<file path="config.mk">
export PLATFORM = sky130hd
export DESIGN_NAME = usb_frame_stat
export DESIGN_NICKNAME = d
export VERILOG_FILES = /design/src/rtl/usbfs_pkg.sv /design/src/rtl/fstat_sof_track.sv /design/src/rtl/fstat_idle_timer.sv /design/src/rtl/fstat_irq_reg.sv /design/src/rtl/usb_frame_stat.sv
export SDC_FILE = /design/constraint.sdc
export NUM_CORES = 1
export LEC_CHECK = 0
export CORE_ASPECT_RATIO = 1.4
export CORE_MARGIN = 2
export CORE_UTILIZATION = 36
export CTS_CLUSTER_DIAMETER = 150
export DETAILED_ROUTE_END_ITERATION = 6
export PLACE_DENSITY = 0.74
export SLEW_MARGIN = 20
export SYNTH_ARGS = -nofsm -noshare
export SYNTH_HDL_FRONTEND = slang
export SYNTH_SLANG_ARGS = --single-unit
</file>
<file path="constraint.sdc">
create_clock -name clk -period 1.9 [get_ports clk]
set_input_delay 0.38 -clock clk [delete_from_list [all_inputs] [get_ports clk]]
set_output_delay 0.38 -clock clk [all_outputs]
set_load 0.1 [all_outputs]
</file>
<file path="src/rtl/usbfs_pkg.sv">
package usbfs_pkg;
  localparam int B_SPEED  = 0;
  localparam int B_SUSP   = 1;
  localparam int B_USOF   = 2;
  localparam int B_SOF    = 3;
  localparam int B_RSTEND = 4;
  localparam int B_WAKE   = 5;
  localparam int B_RSMEND = 6;
  localparam int B_UPRSM  = 7;
  localparam int FIX_BITS = 8;
  localparam int FRAME_W  = 11;
  localparam int MICRO_W  = 3;
endpackage

</file>
<file path="src/rtl/fstat_sof_track.sv">
module fstat_sof_track
  import usbfs_pkg::*;
(
  input  logic               clk,
  input  logic               rst,
  input  logic               sof_stb,
  input  logic [FRAME_W-1:0] sof_frame,
  input  logic               hs_mode,
  output logic               ev_micro,
  output logic               ev_frame,
  output logic [FRAME_W-1:0] frame_q,
  output logic [MICRO_W-1:0] micro_q
);
  logic same_frame;

  always_comb begin
    same_frame = (sof_frame == frame_q);
    ev_micro   = sof_stb && hs_mode && same_frame;
    ev_frame   = sof_stb && !(hs_mode && same_frame);
  end

  always_ff @(posedge clk) begin
    if (rst) begin
      frame_q <= '0;
      micro_q <= '0;
    end else if (ev_frame) begin
      frame_q <= sof_frame;
      micro_q <= '0;
    end else if (ev_micro) begin
      micro_q <= micro_q + 1'b1;
    end else if (!hs_mode) begin
      micro_q <= '0;
    end
  end

  AST_SOF_EXCL: assert property (@(posedge clk) disable iff (rst)
    !(ev_micro && ev_frame));
  AST_FS_MICRO_ZERO: assert property (@(posedge clk) disable iff (rst)
    (sof_stb && !hs_mode) |=> (micro_q == '0));
  AST_USOF_HOLD: assert property (@(posedge clk) disable iff (rst)
    ev_micro |=> ($stable(frame_q) && (micro_q == MICRO_W'($past(micro_q) + 1'b1))));
  AST_FRAME_LOAD: assert property (@(posedge clk) disable iff (rst)
    ev_frame |=> ((frame_q == $past(sof_frame)) && (micro_q == '0)));
endmodule

</file>
<file path="src/rtl/fstat_idle_timer.sv">
module fstat_idle_timer #(
  parameter int IDLE_US = 3000
) (
  input  logic clk,
  input  logic rst,
  input  logic line_j,
  input  logic us_tick,
  output logic susp_ev
);
  localparam int CW = $clog2(IDLE_US + 1);
  localparam logic [CW-1:0] LAST = CW'(IDLE_US - 1);

  logic [CW-1:0] cnt;
  logic          fired;

  always_comb begin
    susp_ev = line_j && us_tick && !fired && (cnt == LAST);
  end

  always_ff @(posedge clk) begin
    if (rst || !line_j) begin
      cnt   <= '0;
      fired <= 1'b0;
    end else if (us_tick && !fired) begin
      if (cnt == LAST) fired <= 1'b1;
      else             cnt   <= cnt + 1'b1;
    end
  end

  AST_IDLE_RESTART: assert property (@(posedge clk) disable iff (rst)
    !line_j |=> ((cnt == '0) && !fired));
  AST_CNT_BOUND: assert property (@(posedge clk) disable iff (rst)
    cnt <= LAST);
endmodule

</file>
<file path="src/rtl/fstat_irq_reg.sv">
module fstat_irq_reg
  import usbfs_pkg::*;
#(
  parameter int SW = 21
) (
  input  logic          clk,
  input  logic          rst,
  input  logic [SW-1:0] set_vec,
  input  logic [SW-1:0] live_vec,
  input  logic          clr_wr,
  input  logic [SW-1:0] clr_data,
  input  logic          ien_wr,
  input  logic [SW-1:0] ien_data,
  output logic [SW-1:0] stat_q,
  output logic [SW-1:0] ien_q,
  output logic          irq_q
);
  localparam logic [SW-1:0] EV_MASK  = {{(SW-FIX_BITS){1'b0}}, 8'hFE};
  localparam logic [SW-1:0] IRQ_MASK = {{(SW-1){1'b1}}, 1'b0};

  logic [SW-1:0] clr_eff, stat_next, ien_next, keep_v, set_ev;
  logic          irq_next;

  always_comb begin
    clr_eff   = clr_wr ? clr_data : '0;
    set_ev    = set_vec & EV_MASK;
    keep_v    = stat_q & EV_MASK & ~clr_eff;
    stat_next = keep_v | set_ev | (live_vec & ~EV_MASK);
    ien_next  = ien_wr ? ien_data : ien_q;
    irq_next  = |(stat_next & ien_next & IRQ_MASK);
  end

  always_ff @(posedge clk) begin
    if (rst) begin
      stat_q <= '0;
      ien_q  <= '0;
      irq_q  <= 1'b0;
    end else begin
      stat_q <= stat_next;
      ien_q  <= ien_next;
      irq_q  <= irq_next;
    end
  end

  AST_STICKY: assert property (@(posedge clk) disable iff (rst)
    1'b1 |=> ((stat_q & $past(keep_v)) == $past(keep_v)));
  AST_EVENT_WINS: assert property (@(posedge clk) disable iff (rst)
    1'b1 |=> ((stat_q & $past(set_ev)) == $past(set_ev)));
  AST_IRQ_MATCH: assert property (@(posedge clk) disable iff (rst)
    irq_q == |(stat_q & ien_q & IRQ_MASK));
endmodule

</file>
<file path="src/rtl/usb_frame_stat.sv">
module usb_frame_stat
  import usbfs_pkg::*;
#(
  parameter int NUM_EP  = 7,
  parameter int NUM_DMA = 6,
  parameter int IDLE_US = 3000,
  localparam int SW     = FIX_BITS + NUM_EP + NUM_DMA
) (
  input  logic               clk,
  input  logic               rst,
  input  logic               hs_mode,
  input  logic               sof_stb,
  input  logic [FRAME_W-1:0] sof_frame,
  input  logic               line_j,
  input  logic               us_tick,
  input  logic               rst_end_stb,
  input  logic               wake_stb,
  input  logic               rsm_end_stb,
  input  logic               up_rsm_stb,
  input  logic [NUM_EP-1:0]  ep_irq,
  input  logic [NUM_DMA-1:0] dma_irq,
  input  logic               clr_wr,
  input  logic [SW-1:0]      clr_data,
  input  logic               ien_wr,
  input  logic [SW-1:0]      ien_data,
  output logic [SW-1:0]      stat_word,
  output logic [SW-1:0]      ien_word,
  output logic [FRAME_W-1:0] frame_num,
  output logic [MICRO_W-1:0] uframe_num,
  output logic               irq
);
  logic          ev_micro, ev_frame, susp_ev;
  logic [SW-1:0] set_vec, live_vec;

  fstat_sof_track u_sof (
    .clk(clk), .rst(rst), .sof_stb(sof_stb), .sof_frame(sof_frame),
    .hs_mode(hs_mode), .ev_micro(ev_micro), .ev_frame(ev_frame),
    .frame_q(frame_num), .micro_q(uframe_num)
  );

  fstat_idle_timer #(.IDLE_US(IDLE_US)) u_idle (
    .clk(clk), .rst(rst), .line_j(line_j), .us_tick(us_tick), .susp_ev(susp_ev)
  );

  always_comb begin
    set_vec           = '0;
    set_vec[B_SUSP]   = susp_ev;
    set_vec[B_USOF]   = ev_micro;
    set_vec[B_SOF]    = ev_frame;
    set_vec[B_RSTEND] = rst_end_stb;
    set_vec[B_WAKE]   = wake_stb;
    set_vec[B_RSMEND] = rsm_end_stb;
    set_vec[B_UPRSM]  = up_rsm_stb;
    live_vec          = '0;
    live_vec[B_SPEED] = hs_mode;
    live_vec[FIX_BITS +: NUM_EP]           = ep_irq;
    live_vec[FIX_BITS + NUM_EP +: NUM_DMA] = dma_irq;
  end

  fstat_irq_reg #(.SW(SW)) u_reg (
    .clk(clk), .rst(rst), .set_vec(set_vec), .live_vec(live_vec),
    .clr_wr(clr_wr), .clr_data(clr_data), .ien_wr(ien_wr), .ien_data(ien_data),
    .stat_q(stat_word), .ien_q(ien_word), .irq_q(irq)
  );

  AST_SPEED_MIRROR: assert property (@(posedge clk) disable iff (rst)
    1'b1 |=> (stat_word[B_SPEED] == $past(hs_mode)));
  AST_PASS_EP: assert property (@(posedge clk) disable iff (rst)
    1'b1 |=> (stat_word[FIX_BITS +: NUM_EP] == $past(ep_irq)));
  AST_PASS_DMA: assert property (@(posedge clk) disable iff (rst)
    1'b1 |=> (stat_word[FIX_BITS + NUM_EP +: NUM_DMA] == $past(dma_irq)));
endmodule

</file>
==> results of run 1 <==
==> path summary, 6_finish.rpt <==
kind                                     end                  startpoint  slack [ps]
hold reg to reg   u_reg.stat_q[3]$_SDFF_PP0_  u_reg.stat_q[3]$_SDFF_PP0_         480
setup reg to reg  u_idle.cnt[4]$_SDFFE_PP0P_  u_idle.cnt[0]$_SDFFE_PP0P_         170
setup / recovery      u_reg.irq_q$_SDFF_PP0_                ien_data[19]         160
hold / removal    u_reg.ien_q[15]$_SDFF_PP0_                         rst         380
==> registers in the layout (all words and copies together), names as in the netlist, named ones only <==
name	count
u_reg.ien_q	20
u_reg.irq_q	1
u_sof.micro_q	3
u_idle.fired	1
u_reg.stat_q	21
u_idle.cnt	12
u_sof.frame_q	11
==> worst max-delay path, cell delays in order <==
cell	delay, ps
sky130_fd_sc_hd__clkdlybuf4s50_1	400
sky130_fd_sc_hd__mux2_4	260
sky130_fd_sc_hd__o2bb2ai_1	120
sky130_fd_sc_hd__or4_1	490
sky130_fd_sc_hd__nor4_2	170
sky130_fd_sc_hd__o221ai_1	140
==> timing repair <==
item | 4_1_cts | 5_1_grt
setup buffers | 1 | 0
pin swaps | 1 | 0
endpoints found under the setup margin | 1 | 2
cloned | 1 | 0
gates resized for setup | 3 | 5
==> kinds of logic (layout without fill, tap and decap cells) <==
family          Yosys count  count (layout)
simple gates            108             108
compound gates           30              30
flops                    70              70
xor+xnor                 21              21
buf+inv                  22             171
mux                      34              34
fa+ha+maj                 2               2
==> cell type report <==
class                           count  area share [%]
Clock inverter                      3           0.400
Timing Repair Buffer              143            29.6
Inverter                           12            1.03
Multi-Input combinational cell    195            29.9
Tap cell                           97            2.77
Sequential cell                    70            32.4
Clock buffer                       13            3.86
==> power groups by stage <==
stage / clock network [mW] / logic, mW / registers [mW]
finish: 1.12 / 0.983 / 1.58
global route: 1.21 / 1.03 / 1.58
CTS: 1.16 / 0.987 / 1.58
detailed placement: 0 / 0.972 / 1.61
global placement: 0 / 0.965 / 1.61
floorplan: 0 / 0.179 / 2.08
==> per-layer routing <==
metal | wire, um | vias to the layer above | GRT usage [%]
met3 | 513 | 13 | 6.63
met1 | 2850 | 1165 | 18.1
met2 | 3670 | 84 | 31.3
met5 | 0 | - | 0
met4 | 190 | 0 | 8.77
li1 | - | 1270 | -
==> metrics by stage <==
| stage | instances | setup WS [ps] |
|---|---|---|
| 2_1_floorplan | 287 | 1.04 |
| 6_report | 533 | 163 |
| 4_1_cts | 533 | 34.2 |
| 3_5_place_dp | 515 | -611 |
| 3_3_place_gp | 515 | -531 |
| 5_1_grt | 533 | 53.7 |
==> Yosys cell counts (all sizes together), types with 2 or more instances <==
library cell | n | area [sq um]
mux2 | 2 | 26.3
o21bai | 2 | 15.0
o22ai | 4 | 25.0
ha | 2 | 25.0
nor4 | 4 | 25.0
xnor2 | 17 | 149
and4 | 3 | 26.3
inv | 12 | 45.0
clkbuf | 4 | 15.0
a31oi | 2 | 12.5
and3b | 2 | 17.5
nand4 | 6 | 37.5
a21oi | 8 | 40.0
nor3 | 4 | 20.0
nand2 | 12 | 45.0
dfxtp | 70 | 1400
nor2 | 60 | 225
o221ai | 2 | 17.5
nor2b | 7 | 43.8
buf | 6 | 31.3
xor2 | 4 | 35.0
o21ai | 2 | 10.0
a21boi | 4 | 30.0
nand2b | 2 | 12.5
mux2i | 32 | 320
==> results.json, run 1 <==
{
  "yosys.area_share.simple_pct": 18.7,
  "latest_clock_arrival_within_the_worst_skew_pair_ps": 340,
  "layout-drive-gt1-share_pct": 27.8,
  "max_clock_freq_mhz": 576,
  "clk_root_buffer_cell": "sky130_fd_sc_hd__clkbuf_8",
  "endpoint_kind": "flip-flop",
  "p_leak_nw": 1.90,
  "initial_core_util_pct": 37.4,
  "synth_cell_types": 42,
  "drcViolationCount": 0,
  "chipWidth_um": 78.1,
  "worst_r2r_path_depth": 5,
  "count_of_maximum_capacitance_violations": 0,
  "io_count": 135,
  "ctsHtreeMaxLevel": 3,
  "cts.clk_slew.worst_paths_ps": 70,
  "final-max-slew-violation-count": 0,
  "critical_path.startpoint_type": "input pin",
  "number_of_buffers_created_by_cts": 9,
  "layout_commonest_cell": "sky130_fd_sc_hd__buf_4",
  "final_core_utilization_pct": 59.1,
  "dominant_combinational_cell_family_by_area_after_synthesis": "simple AND/OR/NAND/NOR gates",
  "yosysWarnings": 0,
  "cts-root-to-sink-buffers": 2,
  "max-vdd-ir-drop_v": 0.000496,
  "p_sw_mw": 1.24,
  "final_cell_mix": "sky130_fd_sc_hd__buf_4 (75), sky130_fd_sc_hd__clkdlybuf4s50_1 (61), sky130_fd_sc_hd__nor2_1 (60), sky130_fd_sc_hd__dfxtp_1 (54), sky130_fd_sc_hd__mux2i_1 (30)",
  "tightest_hold_check_type": "in -> reg",
  "avgViaCountPerCell": 4.75,
  "average_cell_area_after_synthesis_sq_um": 9.65,
  "power.internal_mw": 2.44,
  "timing.hold.worst_path_depth": 2,
  "synthesis.area_sq_um": 2770,
  "num_vias": 2532,
  "share_clk_of_total_power_pct": 30.5,
  "max_slew_margin_pct": 68.3,
  "dpl.hpwl_um": 5590,
  "maximum_number_of_pins_on_one_net_before_global_route_repair": 27,
  "max_slew.worst_pin.slew_ps": 475,
  "grt_antenna_before_repair": 0,
  "run_status": "complete, no violations",
  "initialDrtViolationCount": 50,
  "overflow": 0,
  "area_fraction_in_compound_gates_after_synthesis_pct": 7.32,
  "routabilityCongestion": 0.884,
  "wl_um": 7220,
  "cts_tree": "done",
  "crit_arrival_ps": 1950,
  "finalSetupTns_ps": 0,
  "first_global_vias": 2545,
  "grt_first_pass_wirelength_um": 11500,
  "ant_nets": 0,
  "worst_hold_margin_ps": 379,
  "postPlaceCellArea_sq_um": 4130,
  "grt_use_total_pct": 17.7,
  "finClkSkew_ps": 10.5,
  "count_of_state_elements_after_synthesis": 70,
  "ys_seq_area_share_pct": 50.6,
  "timing.final.crit_share_pct": 91.4,
  "crit_path_max_fanout": 2,
  "multi_input_comb_area_sq_um": 1310,
  "switching_power_share_of_the_total_pct": 33.7,
  "vertical_extent_of_the_die_um": 108,
  "share_of_synthesized_flip_flops_with_an_asynchronous_set_or_reset_pct": 0,
  "yosys_most_used_dff": "sky130_fd_sc_hd__dfxtp_1",
  "worst_ep_required_time_ps": 2110,
  "sequential_fraction_of_design_power_pct": 42.8,
  "number_of_nets_in_the_layout": 511,
  "cts_hold_buf": 0,
  "area.growth.synth_to_final_pct": 58.2,
  "rsz0062_at_grt": "no",
  "timing.final.crit_period_ps": 1740,
  "number_of_enable_type_register_cells_in_the_synthesized_netlist": 0,
  "power.density_nw_per_um2": 841,
  "fin_area_sq_um": 4380,
  "n_antenna_cell": 0,
  "combPwrFrac_pct": 26.7,
  "post_synthesis_adder_cell_area_fraction_pct": 0.904,
  "dieArea_sq_um": 8420,
  "total_power_mw": 3.68,
  "n_fill_cell": 660,
  "core_area_sq_um": 7410,
  "synth_fp_nets": 367,
  "total_number_of_clock_tree_sinks": 70,
  "post_drt_wl_per_cell_um": 13.5,
  "setup_viol": 0,
  "floorplan.rows": 37,
  "hold_viol_final": 0,
  "register_area_sq_um": 1420,
  "syn-instance-count": 287,
  "post_synth_mux_area_share_pct": 12.5,
  "synth-xor-area-share_pct": 6.64,
  "critical_path_start_end_classification": "in -> reg",
  "port_buffers": 120,
  "first_pass_iters": 4
}
Power figures use the tool's default switching activity.
==> run 2, diff against run 1 <==
CORE_UTILIZATION = 38   (was 36)
CTS_BUF_LIST = sky130_fd_sc_hd__clkbuf_2 sky130_fd_sc_hd__clkbuf_4 sky130_fd_sc_hd__clkbuf_8   (was unset)
PLACE_DENSITY = 0.78   (was 0.74)
==> run 2 against run 1 <==
Effect of this change: register-to-register slack about the same; highest routed layer unchanged; design area increased by 2.2%; clock power increased by 19%; total power increased by 6.4%; critical path depth increased by 1; die area decreased by 5.0%.
==> results.json, run 2 (synthesis results as in run 1) <==
{
  "final-max-slew-violation-count": 0,
  "max-vdd-ir-drop_v": 0.000461,
  "final_cell_mix": "sky130_fd_sc_hd__buf_4 (85), sky130_fd_sc_hd__clkdlybuf4s50_1 (61), sky130_fd_sc_hd__nor2_1 (60), sky130_fd_sc_hd__dfxtp_1 (54), sky130_fd_sc_hd__mux2i_1 (29)",
  "top_register": "u_reg.stat_q",
  "post_drt_wl_per_cell_um": 13.6,
  "critical_path_start_end_classification": "in -> reg",
  "io_count": 135,
  "crit_path_max_fanout": 4,
  "worst_r2r_path_depth": 6,
  "clk_root_buffer_cell": "sky130_fd_sc_hd__clkbuf_8",
  "floorplan.rows": 36,
  "endpoint_kind": "flip-flop",
  "worst_ep_required_time_ps": 2100,
  "grt_antenna_before_repair": 0,
  "drcViolationCount": 0,
  "layout-drive-gt1-share_pct": 30.3,
  "worst_hold_margin_ps": 335,
  "grt_first_pass_wirelength_um": 12400,
  "p_leak_nw": 1.94,
  "number_of_nets_in_the_layout": 520,
  "tightest_hold_check_type": "in -> reg",
  "maximum_number_of_pins_on_one_net_before_global_route_repair": 29,
  "n_antenna_cell": 0,
  "max_slew.worst_pin.slew_ps": 477,
  "dpl.hpwl_um": 5630,
  "finalSetupTns_ps": 0,
  "first_pass_iters": 4,
  "total_number_of_clock_tree_sinks": 70,
  "routabilityCongestion": 0.839,
  "cts.clk_slew.worst_paths_ps": 70,
  "largest_register_ff_count": 21,
  "timing.final.crit_share_pct": 94.6,
  "r2r_setup_slack_ps": 160,
  "rr_startpoint": "u_idle.cnt[0]$_SDFFE_PP0P_",
  "first_global_vias": 2672,
  "avgViaCountPerCell": 4.75,
  "initial_core_util_pct": 39.4,
  "cts-root-to-sink-buffers": 2,
  "max_slew_margin_pct": 68.2,
  "chipWidth_um": 76.1,
  "place_worst_setup_slack_ps": -557,
  "core_area_sq_um": 7030,
  "vertical_extent_of_the_die_um": 105,
  "cts_tree": "done",
  "critical_path.startpoint_type": "input pin",
  "hold_start": "rst",
  "rsz0062_at_grt": "no",
  "power.density_nw_per_um2": 876,
  "finClkSkew_ps": 11.5,
  "port_buffers": 120,
  "latest_clock_arrival_within_the_worst_skew_pair_ps": 340,
  "fin_ws_ps": 102,
  "wl_um": 7350,
  "timing.final.crit_period_ps": 1800,
  "setup_viol": 0,
  "r2r-end": "u_idle.cnt[6]$_SDFFE_PP0P_",
  "number_of_buffers_created_by_cts": 9,
  "run_status": "complete, no violations",
  "layout_commonest_cell": "sky130_fd_sc_hd__buf_4",
  "crit_arrival_ps": 2000,
  "initialDrtViolationCount": 52,
  "dieArea_sq_um": 8000,
  "timing.hold.worst_path_depth": 2,
  "overflow": 0,
  "num_vias": 2565,
  "grt_use_total_pct": 19.3,
  "n_fill_cell": 644,
  "hold_end": "u_reg.ien_q[17]$_SDFF_PP0_",
  "area.growth.synth_to_final_pct": 61.6,
  "ant_nets": 0,
  "count_of_maximum_capacitance_violations": 0,
  "hold_viol_final": 0,
  "max_clock_freq_mhz": 556,
  "biggest_regs": "u_reg.stat_q x21, u_reg.ien_q x20, u_idle.cnt x12",
  "ctsHtreeMaxLevel": 3
}
## run 2: cell count changes in the layout (fill, tap and decap cells not counted), sizes merged
cell         before  now
bufbuf            1    0
bufinv            0    2
clkinv            2    3
dlygate4sd2       0    1
clkinvlp          1    0
buf              80   90
clkbuf           14   11
## run 2: report_power, final
| part | total (mW) | switching [mW] | internal (mW) |
|---|---|---|---|
| Combinational | 1.01 | 0.664 | 0.345 |
| Clock | 1.33 | 0.542 | 0.792 |
| Sequential | 1.58 | 0.0395 | 1.54 |
## run 2: repair_timing
item / 4_1_cts / 5_1_grt
setup endpoints to repair: 1 / 1
hold buffers: 0 / 0
buffers inserted: 8 / 0
pin swaps: 2 / 0
resized for setup: 11 / 1
## run 2: area by class of cell
class                           instances  area (sq um)  share of cell area [%]
Multi-Input combinational cell        195          1340                    29.9
Timing Repair Buffer                  152          1330                    29.6
Clock buffer                           11           145                    3.24
Clock inverter                          5          82.6                    1.85
Sequential cell                        70          1420                    31.8
Inverter                               12          45.0                    1.01
Tap cell                               95           119                    2.66
## run 2: critical path, stage by stage
cell and delay (ps):
sky130_fd_sc_hd__dlygate4sd2_1 250, sky130_fd_sc_hd__buf_6 130, sky130_fd_sc_hd__mux2_4 290, sky130_fd_sc_hd__o2bb2ai_1 110, sky130_fd_sc_hd__or4_1 540, sky130_fd_sc_hd__nor4_2 160, sky130_fd_sc_hd__o221ai_1 130
## run 2: through the flow
| step | util (%) | cells | cell area (sq um) | total power [mW] |
|---|---|---|---|---|
| after floorplan | - | 287 | 2790 | 2.26 |
| after global placement | 58.7 | 516 | 4130 | 2.57 |
| after detailed placement | 58.7 | 516 | 4130 | 2.58 |
| after CTS | 63.6 | 540 | 4470 | 3.96 |
| after global routing | 63.7 | 540 | 4480 | 4.07 |
| final | 63.7 | 540 | 4480 | 3.92 |
## run 2: per-layer routing
layer / wire [um] / global-route usage, % / up-vias
met5: 0 / 0 / -
met4: 202 / 10.5 / 0
met3: 388 / 3.89 / 15
met2: 3850 / 35.0 / 86
met1: 2910 / 20.8 / 1180
li1: - / - / 1284
## run 2: worst max path at each step
stage / to / startpoint / cells past startpoint
final: u_reg.irq_q$_SDFF_PP0_ / ien_wr / 7
after global placement: u_reg.irq_q$_SDFF_PP0_ / ien_wr / 7
after detailed placement: u_reg.irq_q$_SDFF_PP0_ / ien_wr / 8
after floorplan: u_reg.irq_q$_SDFF_PP0_ / u_sof.frame_q[1]$_SDFFE_PP0P_ / 5
after CTS: u_idle.cnt[10]$_SDFFE_PP0P_ / u_idle.cnt[0]$_SDFFE_PP0P_ / 6
after global routing: u_reg.irq_q$_SDFF_PP0_ / ien_wr / 7
==> run 3, diff against run 2 <==
SLEW_MARGIN = 30   (was 20)
==> results of run 3 <==
No change in the layout: final DEF, timing and power equal those of run 2.
